`config.mk`:
```
export PLATFORM = sky130hd
export DESIGN_NAME = veto_line_encoder
export DESIGN_NICKNAME = d
export VERILOG_FILES = /design/src/rtl/veto_enc_pkg.sv /design/src/rtl/veto_req_fifo.sv /design/src/rtl/veto_frame_ser.sv /design/src/rtl/veto_level_gen.sv /design/src/rtl/veto_line_encoder.sv
export SDC_FILE = /design/constraint.sdc
export NUM_CORES = 1
export LEC_CHECK = 0
export ABC_AREA = 0
export ABC_CLOCK_PERIOD_IN_PS = 3500
export BUFFER_PORTS_ARGS = -buffer_cell sky130_fd_sc_hd__buf_2
export CAP_MARGIN = 10
export CELL_PAD_IN_SITES_DETAIL_PLACEMENT = 1
export CELL_PAD_IN_SITES_GLOBAL_PLACEMENT = 1
export CORE_ASPECT_RATIO = 1.25
export CORE_MARGIN = 2
export CORE_UTILIZATION = 50
export DETAILED_ROUTE_END_ITERATION = 10
export HOLD_SLACK_MARGIN = 0.12
export PLACE_DENSITY_LB_ADDON = 0.1
export SLEW_MARGIN = 20
export SYNTH_ARGS = -nofsm -noshare
export SYNTH_HDL_FRONTEND = slang
export SYNTH_SLANG_ARGS = --single-unit
export TNS_END_PERCENT = 20
```
`constraint.sdc`:
```
create_clock -name clk_i -period 3.5 [get_ports clk_i]
set_input_delay 0.175 -clock clk_i [delete_from_list [all_inputs] [get_ports clk_i]]
set_output_delay 0.175 -clock clk_i [all_outputs]
set_load 0.02 [all_outputs]
```
`src/rtl/veto_enc_pkg.sv`:
```
package veto_enc_pkg;

    typedef enum logic {
        MODE_SERIAL = 1'b0,
        MODE_LEVEL  = 1'b1
    } veto_mode_e;

endpackage

```
`src/rtl/veto_req_fifo.sv`:
```
module veto_req_fifo #(
    parameter int W     = 12,
    parameter int DEPTH = 4
) (
    input  logic         clk_i,
    input  logic         rst_ni,
    input  logic         flush_i,
    input  logic         push_i,
    input  logic [W-1:0] data_i,
    input  logic         pop_i,
    output logic [W-1:0] head_o,
    output logic         avail_o,
    output logic         ovf_o
);

    localparam int PW = (DEPTH > 1) ? $clog2(DEPTH) : 1;
    localparam int CW = $clog2(DEPTH + 1);

    typedef struct packed {
        logic [DEPTH-1:0][W-1:0] mem;
        logic [PW-1:0]           rd;
        logic [PW-1:0]           wr;
        logic [CW-1:0]           cnt;
        logic                    ovf;
    } fifo_state_t;

    fifo_state_t st_d, st_q;
    logic        do_pop, do_push, room;

    function automatic logic [PW-1:0] ptr_next(input logic [PW-1:0] p);
        return (p == PW'(DEPTH - 1)) ? '0 : p + 1'b1;
    endfunction

    always_comb begin
        st_d    = st_q;
        do_pop  = pop_i && (st_q.cnt != '0);
        room    = (st_q.cnt < CW'(DEPTH)) || do_pop;
        do_push = push_i && room;
        if (flush_i) begin
            st_d.rd  = '0;
            st_d.wr  = '0;
            st_d.cnt = '0;
        end else begin
            if (do_pop) begin
                st_d.rd = ptr_next(st_q.rd);
            end
            if (do_push) begin
                st_d.mem[st_q.wr] = data_i;
                st_d.wr           = ptr_next(st_q.wr);
            end
            st_d.cnt = st_q.cnt + CW'(do_push) - CW'(do_pop);
            if (push_i && !room) begin
                st_d.ovf = 1'b1;
            end
        end
    end

    always_ff @(posedge clk_i or negedge rst_ni) begin
        if (!rst_ni) begin
            st_q <= '0;
        end else begin
            st_q <= st_d;
        end
    end

    assign head_o  = st_q.mem[st_q.rd];
    assign avail_o = (st_q.cnt != '0);
    assign ovf_o   = st_q.ovf;

    // occupancy never exceeds the configured depth
    a_r4_cnt_bound: assert property (@(posedge clk_i) disable iff (!rst_ni)
        st_q.cnt <= CW'(DEPTH))
        else $error("fifo count above depth");

    // push at full together with pop keeps the FIFO full, no loss
    a_r4_full_swap: assert property (@(posedge clk_i) disable iff (!rst_ni)
        (st_q.cnt == CW'(DEPTH) && push_i && pop_i && !flush_i)
            |=> (st_q.cnt == CW'(DEPTH)) && (ovf_o == $past(ovf_o)))
        else $error("push on dequeue at full was lost");

    // overflow flag is sticky
    a_r5_ovf_sticky: assert property (@(posedge clk_i) disable iff (!rst_ni)
        ovf_o |=> ovf_o)
        else $error("overflow flag cleared");

endmodule

```
`src/rtl/veto_frame_ser.sv`:
```
module veto_frame_ser #(
    parameter int W = 12
) (
    input  logic         clk_i,
    input  logic         rst_ni,
    input  logic         flush_i,
    input  logic         en_i,
    input  logic         avail_i,
    input  logic [W-1:0] data_i,
    output logic         pop_o,
    output logic         line_o
);

    localparam int CNTW = $clog2(W + 1);

    typedef struct packed {
        logic [W-1:0]    shift;
        logic [CNTW-1:0] cnt;
        logic            line;
    } ser_state_t;

    ser_state_t st_d, st_q;

    assign pop_o = en_i && !flush_i && (st_q.cnt == '0) && avail_i;

    always_comb begin
        st_d = st_q;
        if (flush_i) begin
            st_d = '0;
        end else if (st_q.cnt != '0) begin
            st_d.line  = st_q.shift[W-1];
            st_d.shift = st_q.shift << 1;
            st_d.cnt   = st_q.cnt - 1'b1;
        end else if (pop_o) begin
            st_d.line  = 1'b1;
            st_d.shift = data_i;
            st_d.cnt   = CNTW'(W);
        end else begin
            st_d.line  = 1'b0;
        end
    end

    always_ff @(posedge clk_i or negedge rst_ni) begin
        if (!rst_ni) begin
            st_q <= '0;
        end else begin
            st_q <= st_d;
        end
    end

    assign line_o = st_q.line;

    // a dequeue is followed by the start bit and a full bit count
    a_r2_start_bit: assert property (@(posedge clk_i) disable iff (!rst_ni)
        pop_o |=> line_o && (st_q.cnt == CNTW'(W)))
        else $error("start bit missing after dequeue");

    // with nothing in flight and nothing dequeued the line stays low
    a_r2_idle_low: assert property (@(posedge clk_i) disable iff (!rst_ni)
        (st_q.cnt == '0 && !pop_o) |=> !line_o)
        else $error("line high while idle");

endmodule

```
`src/rtl/veto_level_gen.sv`:
```
module veto_level_gen (
    input  logic clk_i,
    input  logic rst_ni,
    input  logic flush_i,
    input  logic en_i,
    input  logic tick_i,
    input  logic req_i,
    output logic lvl_o
);

    typedef struct packed {
        logic pend;
        logic lvl;
    } lvl_state_t;

    lvl_state_t st_d, st_q;

    always_comb begin
        st_d = st_q;
        if (flush_i) begin
            st_d = '0;
        end else if (en_i) begin
            if (tick_i) begin
                st_d.lvl  = st_q.pend | req_i;
                st_d.pend = 1'b0;
            end else if (req_i) begin
                st_d.pend = 1'b1;
            end
        end
    end

    always_ff @(posedge clk_i or negedge rst_ni) begin
        if (!rst_ni) begin
            st_q <= '0;
        end else begin
            st_q <= st_d;
        end
    end

    assign lvl_o = st_q.lvl;

    // level holds between bunch ticks
    a_r6_level_hold: assert property (@(posedge clk_i) disable iff (!rst_ni)
        (!flush_i && !tick_i) |=> $stable(lvl_o))
        else $error("level changed off tick");

    // request in the tick cycle itself vetoes that period
    a_r6_same_cycle: assert property (@(posedge clk_i) disable iff (!rst_ni)
        (en_i && !flush_i && tick_i && req_i) |=> lvl_o)
        else $error("same-cycle request lost");

endmodule

```
`src/rtl/veto_line_encoder.sv`:
```
module veto_line_encoder
    import veto_enc_pkg::*;
#(
    parameter int BUNCH_W    = 12,
    parameter int FIFO_DEPTH = 4
) (
    input  logic               clk_i,
    input  logic               rst_ni,
    input  logic               mode_sel_i,
    input  logic               train_active_i,
    input  logic               bunch_tick_i,
    input  logic               veto_req_i,
    input  logic [BUNCH_W-1:0] veto_bunch_i,
    output logic               veto_o,
    output logic               overflow_o
);

    typedef struct packed {
        veto_mode_e mode;
    } top_state_t;

    top_state_t   st_d, st_q;
    logic         mode_chg;
    logic         ser_en, lvl_en;
    logic         fifo_push, fifo_pop, fifo_avail;
    logic [BUNCH_W-1:0] fifo_head;
    logic         ser_line, lvl_line;

    always_comb begin
        st_d = st_q;
        if (!train_active_i) begin
            st_d.mode = veto_mode_e'(mode_sel_i);
        end
        mode_chg  = (st_d.mode != st_q.mode);
        ser_en    = (st_q.mode == MODE_SERIAL) && !mode_chg;
        lvl_en    = (st_q.mode == MODE_LEVEL) && !mode_chg;
        fifo_push = veto_req_i && ser_en;
    end

    always_ff @(posedge clk_i or negedge rst_ni) begin
        if (!rst_ni) begin
            st_q <= '{mode: MODE_SERIAL};
        end else begin
            st_q <= st_d;
        end
    end

    veto_req_fifo #(
        .W     (BUNCH_W),
        .DEPTH (FIFO_DEPTH)
    ) u_fifo (
        .clk_i   (clk_i),
        .rst_ni  (rst_ni),
        .flush_i (mode_chg),
        .push_i  (fifo_push),
        .data_i  (veto_bunch_i),
        .pop_i   (fifo_pop),
        .head_o  (fifo_head),
        .avail_o (fifo_avail),
        .ovf_o   (overflow_o)
    );

    veto_frame_ser #(
        .W (BUNCH_W)
    ) u_ser (
        .clk_i   (clk_i),
        .rst_ni  (rst_ni),
        .flush_i (mode_chg),
        .en_i    (ser_en),
        .avail_i (fifo_avail),
        .data_i  (fifo_head),
        .pop_o   (fifo_pop),
        .line_o  (ser_line)
    );

    veto_level_gen u_lvl (
        .clk_i   (clk_i),
        .rst_ni  (rst_ni),
        .flush_i (mode_chg),
        .en_i    (lvl_en),
        .tick_i  (bunch_tick_i),
        .req_i   (veto_req_i),
        .lvl_o   (lvl_line)
    );

    assign veto_o = (st_q.mode == MODE_LEVEL) ? lvl_line : ser_line;

    // active mode frozen while a train runs
    a_r7_mode_frozen: assert property (@(posedge clk_i) disable iff (!rst_ni)
        train_active_i |=> (st_q.mode == $past(st_q.mode)))
        else $error("mode changed during train");

    // a mode switch leaves the line low
    a_r8_switch_low: assert property (@(posedge clk_i) disable iff (!rst_ni)
        mode_chg |=> !veto_o)
        else $error("line high after mode change");

endmodule

```
### Word level (Yosys, flattened, before mapping)

Cells that the tools add are included.

* equal/unequal tests: 3
* bitwise operators: 3
* $add $sub $neg: 5
* order comparisons: 4
* reductions and logical operators: 26
* multiplexer cells: 21

Operators with widths (count)
* $bwmux 48: 1
* $mux 17: 2
* $bmux 12 s2: 1
* $demux 12 s2: 1
* $mux 12: 2
* $mux 16: 1
* $mux 2: 6
* $logic_and 1x1->1: 10
* $reduce_bool 3->1: 3
* $reduce_and 2->1: 4
* $reduce_bool 2->1: 4
* $mux 7: 1
* $lt 2x3->1 const B: 2
* $mux 1: 6
* $add 2x1->2 const B: 2
* $eq 2x2->1 const B: 2
* $logic_not 4->1: 1
* $reduce_bool 4->1: 1
* $sub 4x1->4 const B: 1
* $add 3x1->3: 1
* $lt 3x3->1 const B: 1
* $sub 3x1->3: 1
* $ge 2x1->1 const B: 1
* $logic_not 1->1: 2
* other kinds (4): 5

* bits in registers: 76

### Longest topological paths before layout

Gate-level depths: netlist (run 1).

* depth after elaboration: 13
* depth in mapped cells: 12
* mapped depth without buffers: 11

### Modules after synthesis

From an unflattened synthesis (run 1), not the netlist that was laid out.

* cell total of the unflattened synthesis: 274
* area total of the unflattened synthesis: 3824.9 sq um

Modules (own cells, without submodules)
* veto_req_fifo: seq. area each 1401.3 sq um, area each 2766.4 sq um, times used 1, cells an instance 163
* veto_frame_ser: seq. area each 425.4 sq um, area each 878.3 sq um, times used 1, cells an instance 96
* veto_line_encoder: seq. area each 25.0 sq um, area each 100.1 sq um, times used 1, cells an instance 8
* veto_level_gen: seq. area each 50.0 sq um, area each 80.1 sq um, times used 1, cells an instance 7

### Worst setup path before layout (run 1)

OpenSTA, ideal clock, no wires.

* kind: register to register
* from: register st_q
* to: register u_fifo.st_q[2] (netlist name)
* stages on the path, launching flop included: 12
* period minus slack after synthesis: 2706 ps
* buffers on the path: 1
* library setup time: 131 ps
* arrival: 2575 ps
* data required time: 3369 ps
* path slack: 794 ps
* cell sequence: dfrtp_1 > mux2i_1 > ha_1 > o31a_1 > clkbuf_1 > nand2_1 > inv_1 > ha_1 > inv_1 > ha_1 > fa_1 > nor2b_1

RTL lines
* from (decl): line veto_line_encoder.sv:22 `top_state_t st_d, st_q;`
* from (signal assigned): line veto_line_encoder.sv:42 `st_q <= '{mode: MODE_SERIAL};`
* from (signal assigned): line veto_line_encoder.sv:44 `st_q <= st_d;`
* to (signal assigned): line veto_req_fifo.sv:62 `st_q <= st_d;`
* to (decl): line veto_req_fifo.sv:27 `fifo_state_t st_d, st_q;`

==> flow_metrics.env, run 1 <==
export IMPL_clk_insertion_delay_late_ns=0.34
export IMPL_ys_seq_area_share_pct=51.1
export IMPL_post_synth_cell_area_avg_um2=13.3
export IMPL_yosysWarnings=0
export IMPL_antenna_found_initial=0
export IMPL_cts_inserted_buffers=9
export IMPL_max_slew_worst_pin_slew_ns=0.971
export IMPL_tritoncts="yes"
export IMPL_final_hold_viol_count=0
export IMPL_start_util_pct=50.9
export IMPL_synth_cell_types=34
export IMPL_wl_um=7610
export IMPL_ys_ff_latch=76
export IMPL_powerDensity_nw_per_um2=679
export IMPL_grt_start_max_net_pins=77
export IMPL_rsz0062_at_grt="no"
export IMPL_worstPathRequired_ns=3.73
export IMPL_vias_per_cell=5.66
export IMPL_dieArea_um2=8160
export IMPL_core_area_um2=7310
export IMPL_reg2reg_slack_ns=0.80
export IMPL_max_slew_margin_pct=35.3
export IMPL_fmaxAchievable_ghz=0.364
export IMPL_status="finished clean"
export IMPL_min_delay_start="train_active_i"
export IMPL_dp_hpwl_um=4840
export IMPL_layout_commonest_cell="dfrtp_1"
export IMPL_synth_top_area_share_pct=51.1
export IMPL_worstPathMaxFanout=15
export IMPL_hold_buffers=14
export IMPL_comb_power_share_pct=30.4
export IMPL_p_int_mw=1.95
export IMPL_clockBufferDepth=2
export IMPL_synth_area_top_cells="dfrtp_1, mux2_2, mux4_2"
export IMPL_vias=2332
export IMPL_syn_nets=309
export IMPL_drtAntennaViolNets=0
export IMPL_reg2reg_to="u_fifo.st_q[2]"
export IMPL_hold_class="primary input to register"
export IMPL_syn_cell_area_um2=3720
export IMPL_syn2layout_area_growth_pct=14.1
export IMPL_p_seq_share_pct=44.2
export IMPL_fin_cells=412
export IMPL_whs_path_depth=3
export IMPL_io_buffer_count=19
export IMPL_grt_pass1_wl_um=12900
export IMPL_swShare_pct=32.5
export IMPL_n_antenna_cell=0
export IMPL_holdWs_ns=0.128
export IMPL_drv_slew=0
export IMPL_fp_dieH_um=100
export IMPL_crit_arrival_ns=2.97
export IMPL_crit_path_start_kind="primary input"
export IMPL_final_min_clock_period_ns=2.75
export IMPL_dp_cells=382
export IMPL_drt_iter0_markers=86
export IMPL_drive_above_1_share_pct=35.3
export IMPL_final_util_pct=58.1
export IMPL_cts_setup_buffers=0
export IMPL_rows=35
export IMPL_setup_violations_final=0
export IMPL_nets=344
export IMPL_critical_path_class="primary input to register"
export IMPL_grt_usage_pct=21.2
export IMPL_worstReg2RegStart="st_q"
export IMPL_final_cell_mix="dfrtp_1, mux2_2, buf_2"
export IMPL_fin_setup_tns_ns=0
export IMPL_cellLeakagePower_nw=1.89
export IMPL_p_clk_share_pct=25.4
export IMPL_cts_sinks=76
export IMPL_post_route_period_util_pct=78.4
export IMPL_gp_congestion=0.695
export IMPL_hold_end="st_q"
export IMPL_place_area_um2=3890
export IMPL_skew_ns=0.00863
export IMPL_drc=0
export IMPL_max_cap_violations=0
export IMPL_clk_pin_slew_ns=0.08
export IMPL_io_pins=20
export IMPL_ir_worst_vdd_v=0.000458
export IMPL_rr_worst_depth=11
export IMPL_yosysTopAreaCell="dfrtp_1"
export IMPL_ctsResizeCount=0
export IMPL_first_pass_iters=4
export IMPL_clockRootBuffer="clkbuf_8"
export IMPL_design_area_um2=4250
export IMPL_worstSetupEndpointType="register"
export IMPL_grt_ovfl_total=0
export IMPL_grt_pass1_vias=2563
export IMPL_avgRoutedWirePerCell_um=18.5
export IMPL_synth_cells=280
export IMPL_p_switching_uw=936
export IMPL_fp_dieW_um=81.2
export IMPL_cts_max_level=3
[logic make-up (layout without fill, tap and decap cells)]
| kind of cell | after synthesis | after routing | share of synthesized area (%) |
|---|---|---|---|
| DFF | 76 | 76 | 51.1 |
| buffers and inverters | 33 | 73 | 4.40 |
| muxes | 66 | 66 | 23.5 |
| adders and majority gates | 11 | 11 | 3.90 |
| AOI/OAI and AO/OA | 43 | 43 | 9.82 |
| xor gates and xnor gates | 3 | 3 | 0.706 |
| and+or+nand+nor | 48 | 48 | 6.62 |
[stage by stage]
stage,worst slack (ns),power (mW)
global route,0.533,3.07
detailed placement,0.809,2.17
floorplan,0.794,1.93
global placement,0.894,2.13
finish,0.754,2.88
CTS,0.742,2.92
[registers in the layout, indices dropped and copies added (netlist names)]
register	flops
u_ser.st_q	16
u_ser.line_o	1
u_lvl.st_q	1
u_lvl.lvl_o	1
st_q	1
u_fifo.st_q	55
u_fifo.ovf_o	1
[routing by layer]
layer | vias to the layer above | wire (um) | global-route usage [%]
met5 | - | 0 | 0
met4 | 0 | 101 | 7.17
met3 | 9 | 144 | 4.12
met2 | 28 | 3980 | 35.4
met1 | 1224 | 3390 | 27.7
li1 | 1071 | - | -
[area by class of cell]
type | count | area (um2)
flip-flops and latches | 76 | 1900
repair buffers | 41 | 298
inverters | 16 | 60.1
well taps | 92 | 115
clock inverters | 6 | 88.8
multi-input cells | 171 | 1660
clock buffers | 10 | 128
fillers | 723 | 3070
[cells in the mapped netlist, drive strengths merged]
| cell type | count |
|---|---|
| dfrtp | 76 |
| mux2 | 50 |
| a21oi | 17 |
| inv | 16 |
| nand2 | 16 |
| nor2 | 15 |
| a211oi | 13 |
| buf | 13 |
| mux4 | 12 |
| ha | 10 |
| a2111oi | 4 |
| clkbuf | 4 |
| mux2i | 4 |
| nand2b | 3 |
| nand3 | 3 |
| nor2b | 3 |
| nor3 | 3 |
| o21ai | 3 |
| xnor2 | 3 |
| a311oi | 1 |
| a31o | 1 |
| fa | 1 |
| nand4bb | 1 |
| nor3b | 1 |
| nor4 | 1 |
| o21ba | 1 |
| o22a | 1 |
| o31a | 1 |
| o31ai | 1 |
| or3b | 1 |
| or4 | 1 |
[worst max-delay path, cell delays in order]
cell and delay (ns):
dlygate4sd3_1 0.53, buf_2 0.12, mux2i_1 0.23, ha_1 0.38, o31a_1 0.19, buf_4 0.21, nand2_1 0.10, inv_1 0.07
ha_1 0.22, inv_1 0.06, ha_1 0.16, fa_1 0.40, nor2b_1 0.13
[power by group through the flow]
| stage | Sequential, mW | Combinational, mW | Clock, mW |
|---|---|---|---|
| 2_1_floorplan | 1.21 | 0.717 | 0 |
| 3_3_place_gp | 1.28 | 0.850 | 0 |
| 3_5_place_dp | 1.29 | 0.873 | 0 |
| 4_1_cts | 1.28 | 0.891 | 0.750 |
| 5_1_grt | 1.31 | 0.974 | 0.787 |
| 6_report | 1.28 | 0.875 | 0.732 |
[how the worst max path moves through the flow]
stage                          start             end  slack, ns
after floorplan                 st_q  u_fifo.st_q[2]       0.79
after global placement          st_q  u_fifo.st_q[2]       0.89
after detailed placement        st_q  u_fifo.st_q[2]       0.81
after CTS                 mode_sel_i  u_fifo.st_q[2]       0.74
after global routing      mode_sel_i  u_fifo.st_q[3]       0.53
final                     mode_sel_i  u_fifo.st_q[2]       0.75
(Power assumes the default switching activity.)
==> inputs of run 2 (changes only) <==
--- a/config.mk
+++ b/config.mk
@@ -6,7 +6,7 @@
 export NUM_CORES = 1
 export LEC_CHECK = 0
 export ABC_AREA = 0
-export ABC_CLOCK_PERIOD_IN_PS = 3500
+export ABC_CLOCK_PERIOD_IN_PS = 2600
 export BUFFER_PORTS_ARGS = -buffer_cell sky130_fd_sc_hd__buf_2
 export CAP_MARGIN = 10
 export CELL_PAD_IN_SITES_DETAIL_PLACEMENT = 1
==> constraint.sdc (replaced) <==
create_clock -name clk_i -period 2.6 [get_ports clk_i]
set_input_delay 0.13 -clock clk_i [delete_from_list [all_inputs] [get_ports clk_i]]
set_output_delay 0.13 -clock clk_i [all_outputs]
set_load 0.02 [all_outputs]
==> flow_metrics.env, run 2 (synthesis results as in run 1) <==
export IMPL_status="finished clean"
export IMPL_dp_hpwl_um=4990
export IMPL_rsz0062_at_grt="no"
export IMPL_powerDensity_nw_per_um2=915
export IMPL_worstSetupStartpoint="st_q"
export IMPL_final_min_clock_period_ns=2.42
export IMPL_n_antenna_cell=0
export IMPL_io_buffer_count=19
export IMPL_max_cap_violations=0
export IMPL_largest_reg_flops=55
export IMPL_grtUsageMet3_pct=3.58
export IMPL_cp_slowest_cell="fa_1"
export IMPL_syn2layout_area_growth_pct=15.5
export IMPL_drt_iter0_markers=106
export IMPL_vias_per_cell=5.63
export IMPL_fp_dieW_um=81.2
export IMPL_use_met1_pct=26.9
export IMPL_skew_ns=0.00746
export IMPL_antenna_found_initial=0
export IMPL_layout_commonest_cell="dfrtp_1"
export IMPL_fp_dieH_um=100
export IMPL_reg2reg_slack_ns=0.18
export IMPL_top_register="u_fifo.st_q"
export IMPL_grt_ovfl_total=0
export IMPL_worstPathRequired_ns=2.83
export IMPL_final_hold_viol_count=0
export IMPL_start_util_pct=50.9
export IMPL_first_pass_iters=4
export IMPL_use_met2_pct=36.4
export IMPL_fin_setup_tns_ns=0
export IMPL_clockRootBuffer="clkbuf_8"
export IMPL_cts_setup_buffers=0
export IMPL_grt_usage_pct=21.3
export IMPL_crit_arrival_ns=2.65
export IMPL_cts_inserted_buffers=9
export IMPL_grt_pass1_wl_um=12800
export IMPL_ctsResizeCount=0
export IMPL_multi_input_area_um2=1660
export IMPL_dieArea_um2=8160
export IMPL_max_slew_worst_pin_slew_ns=0.980
export IMPL_nets=350
export IMPL_max_stage_delay_ns=0.41
export IMPL_cts_sinks=76
export IMPL_hold_end="u_lvl.st_q[1]"
export IMPL_min_delay_start="veto_req_i"
export IMPL_wl_um=7760
export IMPL_ir_worst_vdd_v=0.000536
export IMPL_rr_worst_depth=7
export IMPL_drive_above_1_share_pct=36.2
export IMPL_tritoncts="yes"
export IMPL_reg_top3="u_fifo.st_q (55), u_ser.st_q (16)"
export IMPL_grt_pass1_vias=2585
export IMPL_drtAntennaViolNets=0
export IMPL_vias=2352
export IMPL_fmaxAchievable_ghz=0.413
export IMPL_gp_congestion=0.770
export IMPL_clk_insertion_delay_late_ns=0.35
export IMPL_post_route_period_util_pct=93.1
export IMPL_grt_start_max_net_pins=77
export IMPL_drv_slew=0
export IMPL_max_slew_margin_pct=34.7
export IMPL_worstPathMaxFanout=7
export IMPL_worstReg2RegStart="st_q"
export IMPL_fillers=730
export IMPL_avgRoutedWirePerCell_um=18.6
export IMPL_final_cell_mix="dfrtp_1, mux2_2, buf_2"
export IMPL_core_area_um2=7310
export IMPL_worstSetupEndpointType="register"
export IMPL_io_pins=20
export IMPL_clk_pin_slew_ns=0.08
export IMPL_crit_path_start_kind="register"
export IMPL_cp_cell_sequence="mux2i_1 -> ha_2 -> nand4bb_4 -> a21oi_1 -> ha_1 -> fa_1 -> nor2b_1"
export IMPL_top_usage_layer="met2"
export IMPL_cellLeakagePower_nw=1.92
export IMPL_rows=35
export IMPL_final_util_pct=58.8
export IMPL_clockBufferDepth=2
export IMPL_register_area_um2=1900
export IMPL_critical_path_class="register to register"
export IMPL_hold_class="primary input to register"
export IMPL_whs_path_depth=3
export IMPL_setup_violations_final=0
export IMPL_reg2reg_to="u_fifo.st_q[2]"
export IMPL_cts_max_level=3
export IMPL_drc=0
[run 2: cell count changes in the layout (fill, tap and decap cells not counted)]
cell	change
buf_4	+4
dlygate4sd3_1	+2
ha_1	-1
ha_2	+1
[run 2: how the worst max path moves through the flow]
stage / end / cells after the start
6_report: u_fifo.st_q[2] / 7
5_1_grt: u_fifo.st_q[2] / 10
4_1_cts: u_fifo.st_q[2] / 7
3_5_place_dp: u_fifo.st_q[2] / 7
3_3_place_gp: u_fifo.st_q[2] / 7
2_1_floorplan: u_fifo.st_q[2] / 11
[run 2: metal layers]
| layer | wire length [um] | vias up | part of all wire, % |
|---|---|---|---|
| met1 | 3360 | 1223 | 43 |
| li1 | - | 1085 | - |
| met3 | 150 | 11 | 1.9 |
| met4 | 117 | 0 | 1.5 |
| met2 | 4130 | 33 | 53 |
| met5 | 0 | - | 0 |
[run 2: worst max-delay path: cells and delay by family (launching register included)]
family | cells | cell delay, ns
mux | 1 | 0.26
flops | 1 | 0.40
fa+ha+maj | 3 | 0.96
simple gates | 2 | 0.38
compound gates | 1 | 0.30
[run 2: layout make-up]
type | instances | share of cell area (%)
Tap cell | 92 | 2.68
Sequential cell | 76 | 44.2
Inverter | 16 | 1.40
Clock buffer | 10 | 2.97
Timing Repair Buffer | 47 | 8.09
Multi-Input combinational cell | 171 | 38.6
Clock inverter | 6 | 2.07
[run 2: timing repair]
item,4_1_cts,5_1_grt
hold buffers,16,0
setup endpoints to repair,0,0
endpoints found under the hold margin,126,0
[run 2: per-stage QoR]
step | area, um2 | hold slack (ns) | power, mW | std cells | setup WS (ns)
final | 4300 | 0.223 | 3.94 | 418 | 0.180
after global routing | 4300 | 0.211 | 4.20 | 418 | 0.0210
after CTS | 4300 | 0.179 | 3.99 | 418 | 0.153
after detailed placement | 3920 | 0.348 | 2.97 | 386 | 0.143
after global placement | 3920 | 0.350 | 2.90 | 386 | 0.204
after floorplan | 3730 | -0.166 | 2.60 | 280 | 0.00470
[run 2: where the power goes]
part	total, mW	switching [mW]	internal [mW]
registers	1.70	0.208	1.49
clock network	0.983	0.443	0.541
logic	1.26	0.627	0.628
total	3.94	1.28	2.66
==> inputs of run 3 (changes only) <==
--- a/config.mk
+++ b/config.mk
@@ -13,12 +13,14 @@
 export CELL_PAD_IN_SITES_GLOBAL_PLACEMENT = 1
 export CORE_ASPECT_RATIO = 1.25
 export CORE_MARGIN = 2
-export CORE_UTILIZATION = 50
+export CORE_UTILIZATION = 51
+export CTS_CLUSTER_SIZE = 30
 export DETAILED_ROUTE_END_ITERATION = 10
 export HOLD_SLACK_MARGIN = 0.12
 export PLACE_DENSITY_LB_ADDON = 0.1
 export SLEW_MARGIN = 20
 export SYNTH_ARGS = -nofsm -noshare
 export SYNTH_HDL_FRONTEND = slang
+export SYNTH_HIERARCHICAL = 1
 export SYNTH_SLANG_ARGS = --single-unit
 export TNS_END_PERCENT = 20
==> flow_metrics.env, run 3 <==
export IMPL_status="finished clean"
export IMPL_synth_area_top_cells="dfrtp_1, mux2_4, mux4_2"
export IMPL_grt_ovfl_total=0
export IMPL_yosysWarnings=6
export IMPL_drc=0
export IMPL_synthArstFlopShare_pct=100
export IMPL_wl_um=8000
export IMPL_first_pass_iters=4
export IMPL_synth_common_cells="dfrtp_1, mux2_4, nand2_1"
export IMPL_setup_ws_ns=0.0754
export IMPL_clockBufferDepth=2
export IMPL_whs_path_depth=3
export IMPL_fp_dieW_um=81.5
export IMPL_antenna_found_initial=0
export IMPL_synth_most_common_cell="dfrtp_1"
export IMPL_final_hold_viol_count=0
export IMPL_p_clk_share_pct=23.5
export IMPL_reg2reg_slack_ns=0.08
export IMPL_core_area_um2=7310
export IMPL_max_slew_worst_pin_slew_ns=0.952
export IMPL_synth_cell_types=40
export IMPL_synth_cells=274
export IMPL_p_seq_share_pct=43.1
export IMPL_cts_sinks=76
export IMPL_powerDensity_nw_per_um2=832
export IMPL_min_delay_start="veto_req_i"
export IMPL_ys_ff_latch=76
export IMPL_drtAntennaViolNets=0
export IMPL_post_route_period_util_pct=97.1
export IMPL_vias=2358
export IMPL_clk_insertion_delay_late_ns=0.34
export IMPL_final_min_clock_period_ns=2.52
export IMPL_post_synth_cell_area_avg_um2=14.0
export IMPL_clk_pin_slew_ns=0.08
export IMPL_cts_max_level=3
export IMPL_grt_pass1_wl_um=13400
export IMPL_n_antenna_cell=0
export IMPL_worstReg2RegStart="u_ser/st_q[1]"
export IMPL_synth_top_area_share_pct=49.7
export IMPL_synthFlopType="dfrtp_1"
export IMPL_worstPathRequired_ns=2.88
export IMPL_hold_class="primary input to register"
export IMPL_dp_hpwl_um=5110
export IMPL_max_slew_margin_pct=36.6
export IMPL_final_cell_mix="dfrtp_1, mux2_4, buf_4"
export IMPL_skew_ns=0.0108
export IMPL_place_area_um2=4050
export IMPL_nets=355
export IMPL_drv_slew=0
export IMPL_fin_cells=424
export IMPL_io_pins=20
export IMPL_grt_pass1_vias=2598
export IMPL_syn_nets=302
export IMPL_gp_congestion=0.711
export IMPL_largest_reg_flops=55
export IMPL_cellLeakagePower_nw=2.15
export IMPL_start_util_pct=52.3
export IMPL_comb_power_share_pct=33.4
export IMPL_layout_commonest_cell="dfrtp_1"
export IMPL_rr_worst_depth=11
export IMPL_fin_setup_tns_ns=0
export IMPL_crit_arrival_ns=2.81
export IMPL_yosysTopAreaCell="dfrtp_1"
export IMPL_critical_path_class="register to register"
export IMPL_grt_start_max_net_pins=77
export IMPL_syn_cell_area_um2=3820
export IMPL_swShare_pct=31.5
export IMPL_ys_seq_area_share_pct=49.7
export IMPL_top_register="u_fifo/st_q"
export IMPL_worstSetupEndpointType="register"
export IMPL_dieArea_um2=8210
export IMPL_grt_usage_pct=21.7
export IMPL_p_int_mw=2.57
export IMPL_tritoncts="yes"
export IMPL_fmaxAchievable_ghz=0.396
export IMPL_syn2layout_area_growth_pct=18.0
export IMPL_drive_above_1_share_pct=42.8
export IMPL_vias_per_cell=5.56
export IMPL_max_cap_violations=0
export IMPL_rsz0062_at_grt="yes"
export IMPL_worstPathMaxFanout=3
export IMPL_ir_worst_vdd_v=0.000517
export IMPL_reg2reg_to="u_fifo/st_q[2]"
export IMPL_fp_dieH_um=101
export IMPL_io_buffer_count=19
export IMPL_cts_inserted_buffers=9
export IMPL_design_area_um2=4510
export IMPL_dp_cells=384
export IMPL_avgRoutedWirePerCell_um=18.9
export IMPL_crit_path_start_kind="register"
export IMPL_fillers=709
export IMPL_setup_violations_final=0
export IMPL_drt_iter0_markers=103
export IMPL_hold_end="u_lvl/lvl_o"
export IMPL_p_switching_mw=1.18
export IMPL_rows=35
export IMPL_p_total_mw=3.75
export IMPL_synth_edf_count=0
export IMPL_clockRootBuffer="clkbuf_8"
export IMPL_post_place_ws_ns=-0.100
export IMPL_reg_top3="u_fifo/st_q (55), u_ser/st_q (16)"
-- run 3: worst max-delay path: stages (launching register included) --
cell and delay, ns:
dfrtp_1 0.39, inv_2 0.09, ha_4 0.13, or3b_4 0.39, nor3_4 0.17, or2b_4 0.17, nand2_4 0.05, ha_4 0.27
inv_2 0.04, ha_4 0.15, fa_2 0.51, and2b_1 0.12
-- run 3: area by class of cell --
type | count | area (um2) | area share, %
clock buffer | 10 | 128 | 2.83
clock inverter | 6 | 63.8 | 1.41
inverter | 10 | 37.5 | 0.832
multi-input combinational | 173 | 1840 | 40.8
sequential | 76 | 1900 | 42.2
tap | 92 | 115 | 2.55
timing repair buffer | 57 | 425 | 9.43
-- run 3: what timing repair did --
action / in CTS / in global routing
gates resized for setup: 11 / 2
endpoints found under the setup margin: 2 / 2
pin swaps: 5 / 4
hold buffers: 17 / 0
setup buffers: 4 / 3
hold endpoints to repair: 127 / 0
-- run 3: through the flow --
stage               util (%)  hold slack (ns)
finish                  61.7            0.173
global route            61.7            0.187
CTS                     61.3            0.137
detailed placement      55.3            0.355
global placement        55.3            0.346
floorplan                  -           -0.166
-- run 3: per-layer routing --
metal  share of wire [%]  global-route usage [%]
met5                   0                       0
met4                 1.4                    7.82
met3                 1.4                    3.23
met2                  50                    33.9
met1                  47                    30.8
-- run 3: cell families (layout without fill, tap and decap cells) --
| family | after synthesis | in the layout | share of synthesized area [%] |
|---|---|---|---|
| XOR/XNOR | 4 | 4 | 0.916 |
| AND/OR/NAND/NOR | 55 | 55 | 8.51 |
| buffers and inverters | 25 | 83 | 3.83 |
| AO/OA/AOI/OAI | 40 | 40 | 7.13 |
| multiplexers | 64 | 64 | 26.4 |
| flip-flops | 76 | 76 | 49.7 |
| adder cells (fa/ha/maj) | 10 | 10 | 3.47 |
-- run 3: power groups by stage --
stage / sequential [mW] / clock (mW) / combinational (mW)
finish: 1.62 / 0.881 / 1.25
global route: 1.65 / 0.956 / 1.38
CTS: 1.62 / 0.908 / 1.25
detailed placement: 1.63 / 0 / 1.16
global placement: 1.61 / 0 / 1.12
floorplan: 1.59 / 0 / 0.890
-- run 3: worst max-delay path by stage --
stage | start | end | slack [ns] | cells after the start
3_5_place_dp | u_ser/st_q[1] | u_fifo/st_q[3] | -0.10 | 12
6_report | u_ser/st_q[1] | u_fifo/st_q[2] | 0.08 | 11
5_1_grt | u_ser/st_q[1] | u_fifo/st_q[2] | -0.006 | 11
3_3_place_gp | u_ser/st_q[1] | u_fifo/st_q[3] | -0.02 | 12
4_1_cts | u_ser/st_q[1] | u_fifo/st_q[2] | 0.01 | 10
2_1_floorplan | u_ser/st_q[1] | u_fifo/st_q[3] | -0.23 | 14
